===== config.mk =====
export PLATFORM = sky130hd
export DESIGN_NAME = seg_repeater
export DESIGN_NICKNAME = d
export VERILOG_FILES = /design/src/rtl/rptr_pkg.sv /design/src/rtl/rptr_decode.sv /design/src/rtl/rptr_xbar.sv /design/src/rtl/rptr_regen.sv /design/src/rtl/seg_repeater.sv
export SDC_FILE = /design/constraint.sdc
export NUM_CORES = 1
export LEC_CHECK = 0
export BUFFER_PORTS_ARGS = -buffer_cell sky130_fd_sc_hd__buf_2
export CAP_MARGIN = 30
export CORE_UTILIZATION = 40
export DETAILED_ROUTE_END_ITERATION = 10
export HOLD_SLACK_MARGIN = 0.08
export SLEW_MARGIN = 10
export SYNTH_ARGS = -nofsm -noshare
export SYNTH_HDL_FRONTEND = slang
export SYNTH_SLANG_ARGS = --single-unit

===== constraint.sdc =====
create_clock -name clk -period 0.8 [get_ports clk]
set_clock_uncertainty 0.15 [all_clocks]
set_input_delay 0.2 -clock clk [delete_from_list [all_inputs] [get_ports clk]]
set_output_delay 0.2 -clock clk [all_outputs]
set_load 0.01 [all_outputs]

===== src/rtl/rptr_pkg.sv =====
package rptr_pkg;
  localparam int SEG_N     = 4;
  localparam int SEG_W     = $clog2(SEG_N);
  localparam int CODE_W    = 5;
  localparam int LAST_CODE = 20;
  localparam int FAN_BASE  = 13;

  typedef struct packed {
    logic [SEG_N-1:0]            en;
    logic [SEG_N-1:0][SEG_W-1:0] src;
  } route_t;

  function automatic route_t add_link(input route_t r, input logic [SEG_W-1:0] s,
                                      input logic [SEG_W-1:0] d);
    route_t o;
    o = r;
    o.en[d]  = 1'b1;
    o.src[d] = s;
    return o;
  endfunction

  // Route table: indices 0=LA 1=XA 2=LB 3=XB; xor 2 = other side, xor 1 = other type
  function automatic route_t route_of(input logic [CODE_W-1:0] code);
    route_t r;
    logic [2:0] j;
    logic [SEG_W-1:0] s;
    r = '0;
    j = '0;
    s = '0;
    case (code)
      5'd1:  r = add_link(r, 2'd0, 2'd2);
      5'd2:  r = add_link(r, 2'd2, 2'd0);
      5'd3:  r = add_link(r, 2'd1, 2'd3);
      5'd4:  r = add_link(r, 2'd3, 2'd1);
      5'd5:  r = add_link(r, 2'd0, 2'd1);
      5'd6:  r = add_link(r, 2'd2, 2'd3);
      5'd7:  r = add_link(r, 2'd1, 2'd0);
      5'd8:  r = add_link(r, 2'd3, 2'd2);
      5'd9:  r = add_link(r, 2'd0, 2'd3);
      5'd10: r = add_link(r, 2'd2, 2'd1);
      5'd11: r = add_link(r, 2'd1, 2'd2);
      5'd12: r = add_link(r, 2'd3, 2'd0);
      default: begin
        if (code >= CODE_W'(FAN_BASE) && code <= CODE_W'(LAST_CODE)) begin
          j = 3'(code - CODE_W'(FAN_BASE));
          s = {j[0], j[1]};
          r = add_link(r, s, s ^ 2'd2);
          if (!j[2]) r = add_link(r, s, s ^ 2'd3);
          else       r = add_link(r, s, s ^ 2'd1);
        end
      end
    endcase
    return r;
  endfunction

  function automatic logic code_legal(input logic [CODE_W-1:0] code, input logic bidir,
                                      input logic bidir_ok);
    logic express_only;
    express_only = (code == 5'd0) || (code == 5'd3) || (code == 5'd4);
    return (code <= CODE_W'(LAST_CODE)) && (!bidir || (bidir_ok && express_only));
  endfunction
endpackage


===== src/rtl/rptr_decode.sv =====
module rptr_decode
  import rptr_pkg::*;
#(
  parameter bit BIDIR_OK = 1'b1
) (
  input  logic [CODE_W-1:0] code,
  input  logic              bidir,
  output route_t            route,
  output logic              legal,
  output logic              bidir_on
);
  always_comb begin
    legal    = code_legal(code, bidir, BIDIR_OK);
    route    = legal ? route_of(code) : '0;
    bidir_on = legal & bidir;
  end
endmodule


===== src/rtl/rptr_xbar.sv =====
module rptr_xbar
  import rptr_pkg::*;
(
  input  route_t           route,
  input  logic             bidir_on,
  input  logic [SEG_N-1:0] val_i,
  input  logic [SEG_N-1:0] drv_i,
  output logic [SEG_N-1:0] nxt_val,
  output logic [SEG_N-1:0] nxt_oe,
  output logic             nxt_clash
);
  logic [SEG_N-1:0] routed_hit;
  logic [SEG_N-1:0] peer_hit;

  assign nxt_clash = bidir_on & drv_i[0] & drv_i[2];

  for (genvar d = 0; d < SEG_N; d++) begin : g_dst
    localparam int PEER = d ^ 2;
    logic [SEG_W-1:0] sel;
    assign sel           = route.src[d];
    assign routed_hit[d] = route.en[d] & drv_i[sel];
    if (d % 2 == 0) begin : g_local
      assign peer_hit[d] = bidir_on & drv_i[PEER] & ~drv_i[d];
    end else begin : g_express
      assign peer_hit[d] = 1'b0;
    end
    assign nxt_oe[d]  = routed_hit[d] | peer_hit[d];
    assign nxt_val[d] = routed_hit[d] ? val_i[sel] :
                        peer_hit[d]   ? val_i[PEER] : 1'b0;
  end
endmodule


===== src/rtl/rptr_regen.sv =====
module rptr_regen
  import rptr_pkg::*;
(
  input  logic             clk,
  input  logic             rst_n,
  input  logic [SEG_N-1:0] nxt_val,
  input  logic [SEG_N-1:0] nxt_oe,
  input  logic             nxt_illegal,
  input  logic             nxt_clash,
  output logic [SEG_N-1:0] val_q,
  output logic [SEG_N-1:0] oe_q,
  output logic             illegal_q,
  output logic             clash_q
);
  always_ff @(posedge clk or negedge rst_n) begin
    if (!rst_n) begin
      val_q     <= '0;
      oe_q      <= '0;
      illegal_q <= 1'b0;
      clash_q   <= 1'b0;
    end else begin
      val_q     <= nxt_val;
      oe_q      <= nxt_oe;
      illegal_q <= nxt_illegal;
      clash_q   <= nxt_clash;
    end
  end


  illegal_quiet_chk: assert property (@(posedge clk) disable iff (!rst_n)
    illegal_q |-> (oe_q == '0));


  undriven_zero_chk: assert property (@(posedge clk) disable iff (!rst_n)
    ((val_q & ~oe_q) == '0));


  clash_release_chk: assert property (@(posedge clk) disable iff (!rst_n)
    clash_q |-> (!oe_q[0] && !oe_q[2]));
endmodule


===== src/rtl/seg_repeater.sv =====
module seg_repeater
  import rptr_pkg::*;
#(
  parameter int PAIR_SEL = 2
) (
  input  logic              clk,
  input  logic              rst_n,
  input  logic [CODE_W-1:0] cfg_code,
  input  logic              cfg_bidir,
  input  logic [SEG_N-1:0]  seg_val_i,
  input  logic [SEG_N-1:0]  seg_drv_i,
  output logic [SEG_N-1:0]  seg_val_o,
  output logic [SEG_N-1:0]  seg_oe_o,
  output logic              cfg_illegal_o,
  output logic              bidir_clash_o
);
  localparam bit BIDIR_OK = (PAIR_SEL == 2);

  route_t           route_w;
  logic             legal_w;
  logic             bidir_on_w;
  logic [SEG_N-1:0] nxt_val_w;
  logic [SEG_N-1:0] nxt_oe_w;
  logic             nxt_clash_w;

  rptr_decode #(.BIDIR_OK(BIDIR_OK)) u_decode (
    .code     (cfg_code),
    .bidir    (cfg_bidir),
    .route    (route_w),
    .legal    (legal_w),
    .bidir_on (bidir_on_w)
  );

  rptr_xbar u_xbar (
    .route     (route_w),
    .bidir_on  (bidir_on_w),
    .val_i     (seg_val_i),
    .drv_i     (seg_drv_i),
    .nxt_val   (nxt_val_w),
    .nxt_oe    (nxt_oe_w),
    .nxt_clash (nxt_clash_w)
  );

  rptr_regen u_regen (
    .clk         (clk),
    .rst_n       (rst_n),
    .nxt_val     (nxt_val_w),
    .nxt_oe      (nxt_oe_w),
    .nxt_illegal (~legal_w),
    .nxt_clash   (nxt_clash_w),
    .val_q       (seg_val_o),
    .oe_q        (seg_oe_o),
    .illegal_q   (cfg_illegal_o),
    .clash_q     (bidir_clash_o)
  );


  drive_needs_source_chk: assert property (@(posedge clk) disable iff (!rst_n)
    (seg_oe_o != '0) |-> $past(seg_drv_i != '0));


  fanout_limit_chk: assert property (@(posedge clk) disable iff (!rst_n)
    $countones(seg_oe_o) <= 2);


  isolate_quiet_chk: assert property (@(posedge clk) disable iff (!rst_n)
    $past(cfg_code == '0 && !cfg_bidir) |-> (seg_oe_o == '0));


  first_pair_clash_chk: assert property (@(posedge clk) disable iff (!rst_n)
    !BIDIR_OK |-> !bidir_clash_o);
endmodule


==> metrics.md, run 1 <==
| Metric | Value |
|---|---|
| IO buf count | `25` |
| Most Used Layer, Global Route | `met2` |
| Max cap viols | `0` |
| Std cell rows | `18` |
| Top cells by area, synth | `dfrtp_1 24%, a21oi_1 4.3%, nor2_1 4.3%, nand2b_1 4.2%, nand2_1 3.6%` |
| Max VDD drop | `roughly 0.78 mV` |
| Commonest cells in the netlist | `12 x nor2_1, 10 x dfrtp_1, 10 x nand2_1` |
| Syn_area_per_cell | `7.972 µm²` |
| Met3 global-route usage | `a little under 5%` |
| Post-synth top flop | `dfrtp_1` |
| Remaining DRCs | `0` |
| First-pass GRT wire length | `slightly below 6 mm` |
| Num CTS Buffers | `3` |
| Largest net degree at the start of global routing | `12` |
| Initial Utilization | `42.47%` |
| Layout cell share with drive strength beyond 1 | `approximately 62%` |
| Register area | `roughly 250 µm²` |
| Met2 Use GR | `between 50% and 60%` |
| Flops & latches, synth | `10` |
| Endpoints failing hold | `0` |
| Synth area leader | `dfrtp_1` |
| Die area | `0.002840 mm²` |
| Sink Count | `10` |
| Crit Path Max Fanout | `6` |
| EDFF count, synth | `0` |
| Starting DRT DRC Count | `26` |
| Outcome | `finished with violations` |
| CP max stage cell | `mux4_2` |
| Failing checks | `setup timing` |
| Routed Antenna Nets | `0` |
| Crit. End Element | `flip-flop` |
| Critical path class | `input pin to flip-flop` |
| Fillers | `142` |
| Setup repair after global routing missed its margin | `true` |
| Area of the multi-input gates | `953.4 µm²` |
| Seq/Total Area, Yosys | `between 20% and 30%` |
| Routability cong. | `roughly 0.86` |
| Worst EP required | `~0.8 ns` |
| Fmax | `around 670 MHz` |
| Synth top area share | `a little under a quarter` |
| Initial antenna violation count | `0` |
| CTS H-Tree Depth | `1` |
| Worst hold path class | `input pin to flip-flop` |
| Max-slew headroom | `79.64%` |
| Gr ovfl total | `0` |
| Post-layout net count | `226` |
| Reg clk slew, reported paths | `0.06 ns` |
| Hold Buf Count CTS | `1` |
| Worst Tran Pin Value | `0.3043 ns` |
| Cell area power density | `about 860 mW/mm²` |
| Post-layout power | `around 1.8 mW` |
| Post-DR wirelength/cell | `roughly 17 µm` |
| Cell Area, Synth | `0.001052 mm²` |
| IO Count | `26` |
| N_diodes | `0` |
| Unique masters post-synth | `52` |
| Syn nets | `~150` |
| Total GRT Usage | `28.99%` |
| Max incr delay on CP | `~0.28 ns` |
| Total number of vias | `~1300` |
| Die height | `roughly 53 µm` |
| Post-synth ARST share | `100.0%` |
| Max clock buf depth | `2` |
| Leakage power | `slightly below 1 nW` |
| CTS tree | `built` |
| Area grow syn2layout | `94.41%` |
| WP buf/inv | `1` |
| CP top delay family | `compound AO/OA/AOI/OAI gates` |
| DR pass1 iterations | `4` |
| WP data arrival | `approximately 1.5 ns` |
| Hpwl dp | `between 2 and 2.5 mm` |
| Ys Warns | `0` |
| Via density per instance | `approximately 5.6` |
| Top-count cell post-synth | `nor2_1` |
| Die W | `roughly 53 µm` |
| Fin crit period | `roughly 1.5 ns` |
| Hold WS | `0.06228 ns` |
| CP Cell Sequence | `buf_12 > xor2_1 > a32o_2 > or2_4 > mux4_2 > a22o_1` |
| Clock Tree Root | `clkbuf_4` |
| Number of global-route vias before repair | `about 1300` |
| CP startpoint kind | `input pin` |
| Core area | `around 0.0025 mm²` |
| Post-Synthesis Cells | `between 100 and 150` |
| Setup violations, final | `20` |
| Setup ws final | `-0.6921 ns` |
| Slew Limit Fails | `0` |
| Tcrit/Tclk final | `186.5%` |
| GR Util met1 | `about a third` |
| WL final | `a little over 4 mm` |
## cell usage in the layout (no fill, tap or decap), types with 2 or more instances in the layout
master	netlist	layout
nor2b_4	0	2
a21oi_4	0	2
buf_12	0	5
nand3b_1	2	2
nand2b_4	0	2
a21oi_2	0	7
buf_4	3	46
nand2b_1	7	5
o21a_1	2	2
o21ai_2	1	2
nand2_2	0	2
or2_1	4	2
and3b_1	2	2
buf_16	0	2
nor3b_2	1	2
and2_1	3	3
inv_1	8	8
clkbuf_4	0	3
nor2_1	12	10
nand2_1	10	8
nor2_2	0	2
buf_6	2	7
o21ai_1	3	2
o211a_1	2	2
o211ai_1	5	5
dfrtp_1	10	10
mux2_4	0	2
buf_2	4	18
or2_4	1	3
## worst min-delay path, delay by kind of cell
kind	cells	cell delay, ns
and+or+nand+nor	2	0.10
buffers and inverters	1	0.13
## path summary, 6_finish.rpt
path	start	to	slack [ns]	depth (start not counted)
max	cfg_code[2]	u_regen.val_q[0]$_DFF_PN0_	-0.69	6
min	seg_drv_i[2]	u_regen.clash_q$_DFF_PN0_	0.06	3
max in group asynchronous	rst_n	u_regen.illegal_q$_DFF_PN0_	0.15	2
min in group asynchronous	rst_n	u_regen.val_q[0]$_DFF_PN0_	0.17	2
## registers in the layout, summed over array words and instances (netlist names)
| signal | cells |
|---|---|
| u_regen.val_q | 4 |
| u_regen.illegal_q | 1 |
| u_regen.clash_q | 1 |
| u_regen.oe_q | 4 |
## layout make-up
type,instances,share of cell area [%]
flip-flops and latches,10,12.23
multi-input cells,105,46.61
clock buffers,3,1.101
well taps,30,1.835
inverters,8,1.468
repair buffers,82,36.76
## stage by stage
stage               utilization (%)  TNS [ns]  instances  cell area (µm²)  worst slack (ns)
floorplan                         -    -7.058        132             1121           -0.8740
global placement              62.93    -9.058        227             1559            -1.048
detailed placement            62.93    -9.227        227             1559            -1.028
CTS                           75.45    -8.251        238             1869           -0.6768
global route                  82.58    -9.050        238             2046           -0.7046
finish                        82.58    -8.335        238             2046           -0.6921
## per-layer routing
metal	up-vias	part of all wire [%]
li1	635	-
met1	648	40
met2	44	53
met3	10	4.1
met4	0	2.0
met5	-	0
## power by group
group	leakage [nW]	internal [mW]	switching, mW
clock network	0.0138	0.174	0.166
logic	0.817	0.487	0.400
registers	0.135	0.524	0.00435
## timing repair
item / 4_1_cts / 5_1_grt
setup buffers: 5 / 0
gates resized for setup: 40 / 32
cloned: 3 / 1
endpoints found under the hold margin: 11 / 1
setup endpoints to repair: 20 / 20
pin swaps: 19 / 24
## kinds of logic after synthesis
logic type	share of synthesized area (%)
buffers and inverters	9.037
DFF	23.78
muxes	6.183
xor gates and xnor gates	0.8325
AOI/OAI and AO/OA	29.13
and+or+nand+nor	31.03
(Power assumes the default switching activity.)
==> run 2, diff against run 1 <==
ABC_AREA = 1   (was default)
==> metrics.md, run 2 <==
| Metric | Value |
|---|---|
| Outcome | `finished with violations` |
| Failing checks | `setup timing` |
| Gr ovfl total | `0` |
| Routability cong. | `approximately 0.97` |
| Clock Tree Root | `clkbuf_4` |
| Cell area power density | `about 1100 mW/mm²` |
| Number of global-route vias before repair | `~1400` |
| Flops & latches, synth | `10` |
| Hpwl dp | `2.848 mm` |
| Synth top area share | `a little under a quarter` |
| WP data arrival | `roughly 1.7 ns` |
| Largest family of logic cells by synthesized area | `simple AND/OR/NAND/NOR gates` |
| Max clock buf depth | `2` |
| Starting DRT DRC Count | `63` |
| Setup ws final | `-0.8901 ns` |
| Initial antenna violation count | `0` |
| IO Count | `26` |
| Tcrit/Tclk final | `211.3%` |
| Crit Path Max Fanout | `8` |
| Syn_area_per_cell | `5.837 µm²` |
| Endpoints failing hold | `0` |
| Post-layout net count | `~280` |
| Fmax | `approximately 590 MHz` |
| First-pass GRT wire length | `6.341 mm` |
| Top cells by area, synth | `dfrtp_1 23%, nand2_1 21%, nand3_1 8.8%, nor2_1 6.6%, inv_1 5.6%` |
| Via density per instance | `5.208` |
| Largest net degree at the start of global routing | `11` |
| Worst hold path class | `input pin to flip-flop` |
| Worst EP required | `0.82 ns` |
| IO buf count | `25` |
| CTS tree | `built` |
| EDFF count, synth | `0` |
| Cell Area, Synth | `roughly 0.0011 mm²` |
| Leakage power | `roughly 1 nW` |
| CP startpoint kind | `input pin` |
| Sink Count | `10` |
| Commonest non-fill, non-tap cell in the layout | `buf_4` |
| Post-Synthesis Cells | `185` |
| CTS H-Tree Depth | `1` |
| Reg clk slew, reported paths | `around 0.08 ns` |
| Die area | `~0.0029 mm²` |
| WL final | `just over 4 mm` |
| Max VDD drop | `between 0.9 and 1 mV` |
| Adder-Cell Fraction of Synth Area | `0%` |
| Layout cell share with drive strength beyond 1 | `approximately 55%` |
| Die height | `~54 µm` |
| Std cell rows | `18` |
| Core area | `0.002522 mm²` |
| Synth area leader | `dfrtp_1` |
| Fin crit period | `about 1.7 ns` |
| Top-count cell post-synth | `nand2_1` |
| Ys Warns | `0` |
| Commonest cells in the netlist | `59 x nand2_1, 19 x nand3_1, 19 x nor2_1` |
| Unique masters post-synth | `29` |
| Crit. End Element | `flip-flop` |
| Post-synth top flop | `dfrtp_1` |
| Area grow syn2layout | `82.04%` |
| Setup repair after global routing missed its margin | `true` |
| Post-synthesis xor/xnor area fraction | `0%` |
| Die W | `53.96 µm` |
| Finished Layout Cells | `288` |
| Post-synth ARST share | `100.0%` |
| Remaining DRCs | `0` |
| N_diodes | `0` |
| Pre-CTS setup slack | `-1.229 ns` |
| Slew Limit Fails | `0` |
| Syn nets | `about 200` |
| Hold Buf Count CTS | `1` |
| Worst Tran Pin Value | `roughly 0.33 ns` |
| Post-DR wirelength/cell | `around 14 µm` |
| Total number of vias | `1500` |
| Critical path class | `input pin to flip-flop` |
| Num CTS Buffers | `3` |
| Total GRT Usage | `30.79%` |
| Placed Cells | `approximately 270` |
| Max-slew headroom | `about four fifths` |
| Post-synthesis simple-gate area fraction | `54.00%` |
| Compound-Gate Fraction of Synth Area | `12.98%` |
| Routed Antenna Nets | `0` |
| Multiplexer area fraction after synthesis | `0%` |
| DR pass1 iterations | `4` |
| Max cap viols | `0` |
| Seq/Total Area, Yosys | `23.17%` |
| Regs by FF count | `u_regen.oe_q: 4 flops, u_regen.val_q: 4 flops` |
| Most frequent cells in the layout | `42 x buf_4, 40 x nand2_1, 16 x nand2_2, 16 x buf_2, 15 x nor2_1` |
| Initial Utilization | `42.81%` |
| Setup violations, final | `20` |
[run 2: cell type report]
type	instances	area, µm²
Clock buffer	4	36.28
Multi-Input combinational cell	148	963.4
Sequential cell	10	250.2
Timing Repair Buffer	71	566.8
Fill cell	181	556.8
Timing Repair inverter	1	7.507
Inverter	24	103.9
Tap cell	30	37.54
[run 2: through the flow]
stage               total power, mW  setup TNS [ns]  utilization (%)  cell area (µm²)  hold WS [ns]
finish                        2.104          -10.32            77.93             1966       0.08496
global route                  2.250          -11.92            77.93             1966       0.07574
CTS                           1.945          -9.827            72.07             1818       0.07099
detailed placement            1.360          -10.74            63.49             1602      -0.07662
global placement              1.351          -10.57            63.49             1602      -0.08279
floorplan                     1.046          -7.205                -             1205       -0.2456
[run 2: repair_timing]
item                                   CTS  global route
endpoints found under the hold margin   11             1
cloned                                   1             0
pin swaps                               12            16
setup endpoints to repair               20            20
buffers inserted                         5             4
gates resized for setup                 37            24
[run 2: kinds of logic (layout without fill, tap and decap cells)]
group | Yosys count | in the layout
buffers and inverters | 27 | 100
AOI/OAI and AO/OA | 24 | 24
and+or+nand+nor | 124 | 124
DFF | 10 | 10
[run 2: routing by layer]
metal / track usage (%) / up-vias / wire (µm)
met5: 0 / - / 0
met2: 47.53 / 60 / 1996
met1: 43.41 / 678 / 1793
met3: 5.650 / 8 / 245
li1: - / 754 / -
met4: 7.456 / 0 / 69
[run 2: worst max-delay path, stage by stage]
cell and delay [ns]:
buf_12 0.11, inv_4 0.10, nor2_4 0.06, nand3_2 0.09, nand2_2 0.07, nor2_4 0.14, nand3_4 0.16, inv_4 0.13
nand2_4 0.07, buf_4 0.13, nand4_1 0.08, nand3_2 0.08, nand2_2 0.06, inv_2 0.03, or2_1 0.19
[run 2: power breakdown]
| group | switching [mW] | internal [mW] | total [mW] |
|---|---|---|---|
| logic | 0.606 | 0.469 | 1.07 |
| registers | 0.0116 | 0.537 | 0.549 |
| clock network | 0.203 | 0.277 | 0.480 |
[run 2: path summary, 6_finish.rpt]
path	startpoint	to	slack (ns)	cells after the start
worst max-delay path	cfg_code[0]	u_regen.oe_q[0]$_DFF_PN0_	-0.89	15
worst min-delay path	seg_drv_i[0]	u_regen.clash_q$_DFF_PN0_	0.08	3
max in group asynchronous	rst_n	u_regen.clash_q$_DFF_PN0_	0.15	2
min in group asynchronous	rst_n	u_regen.val_q[1]$_DFF_PN0_	0.16	2
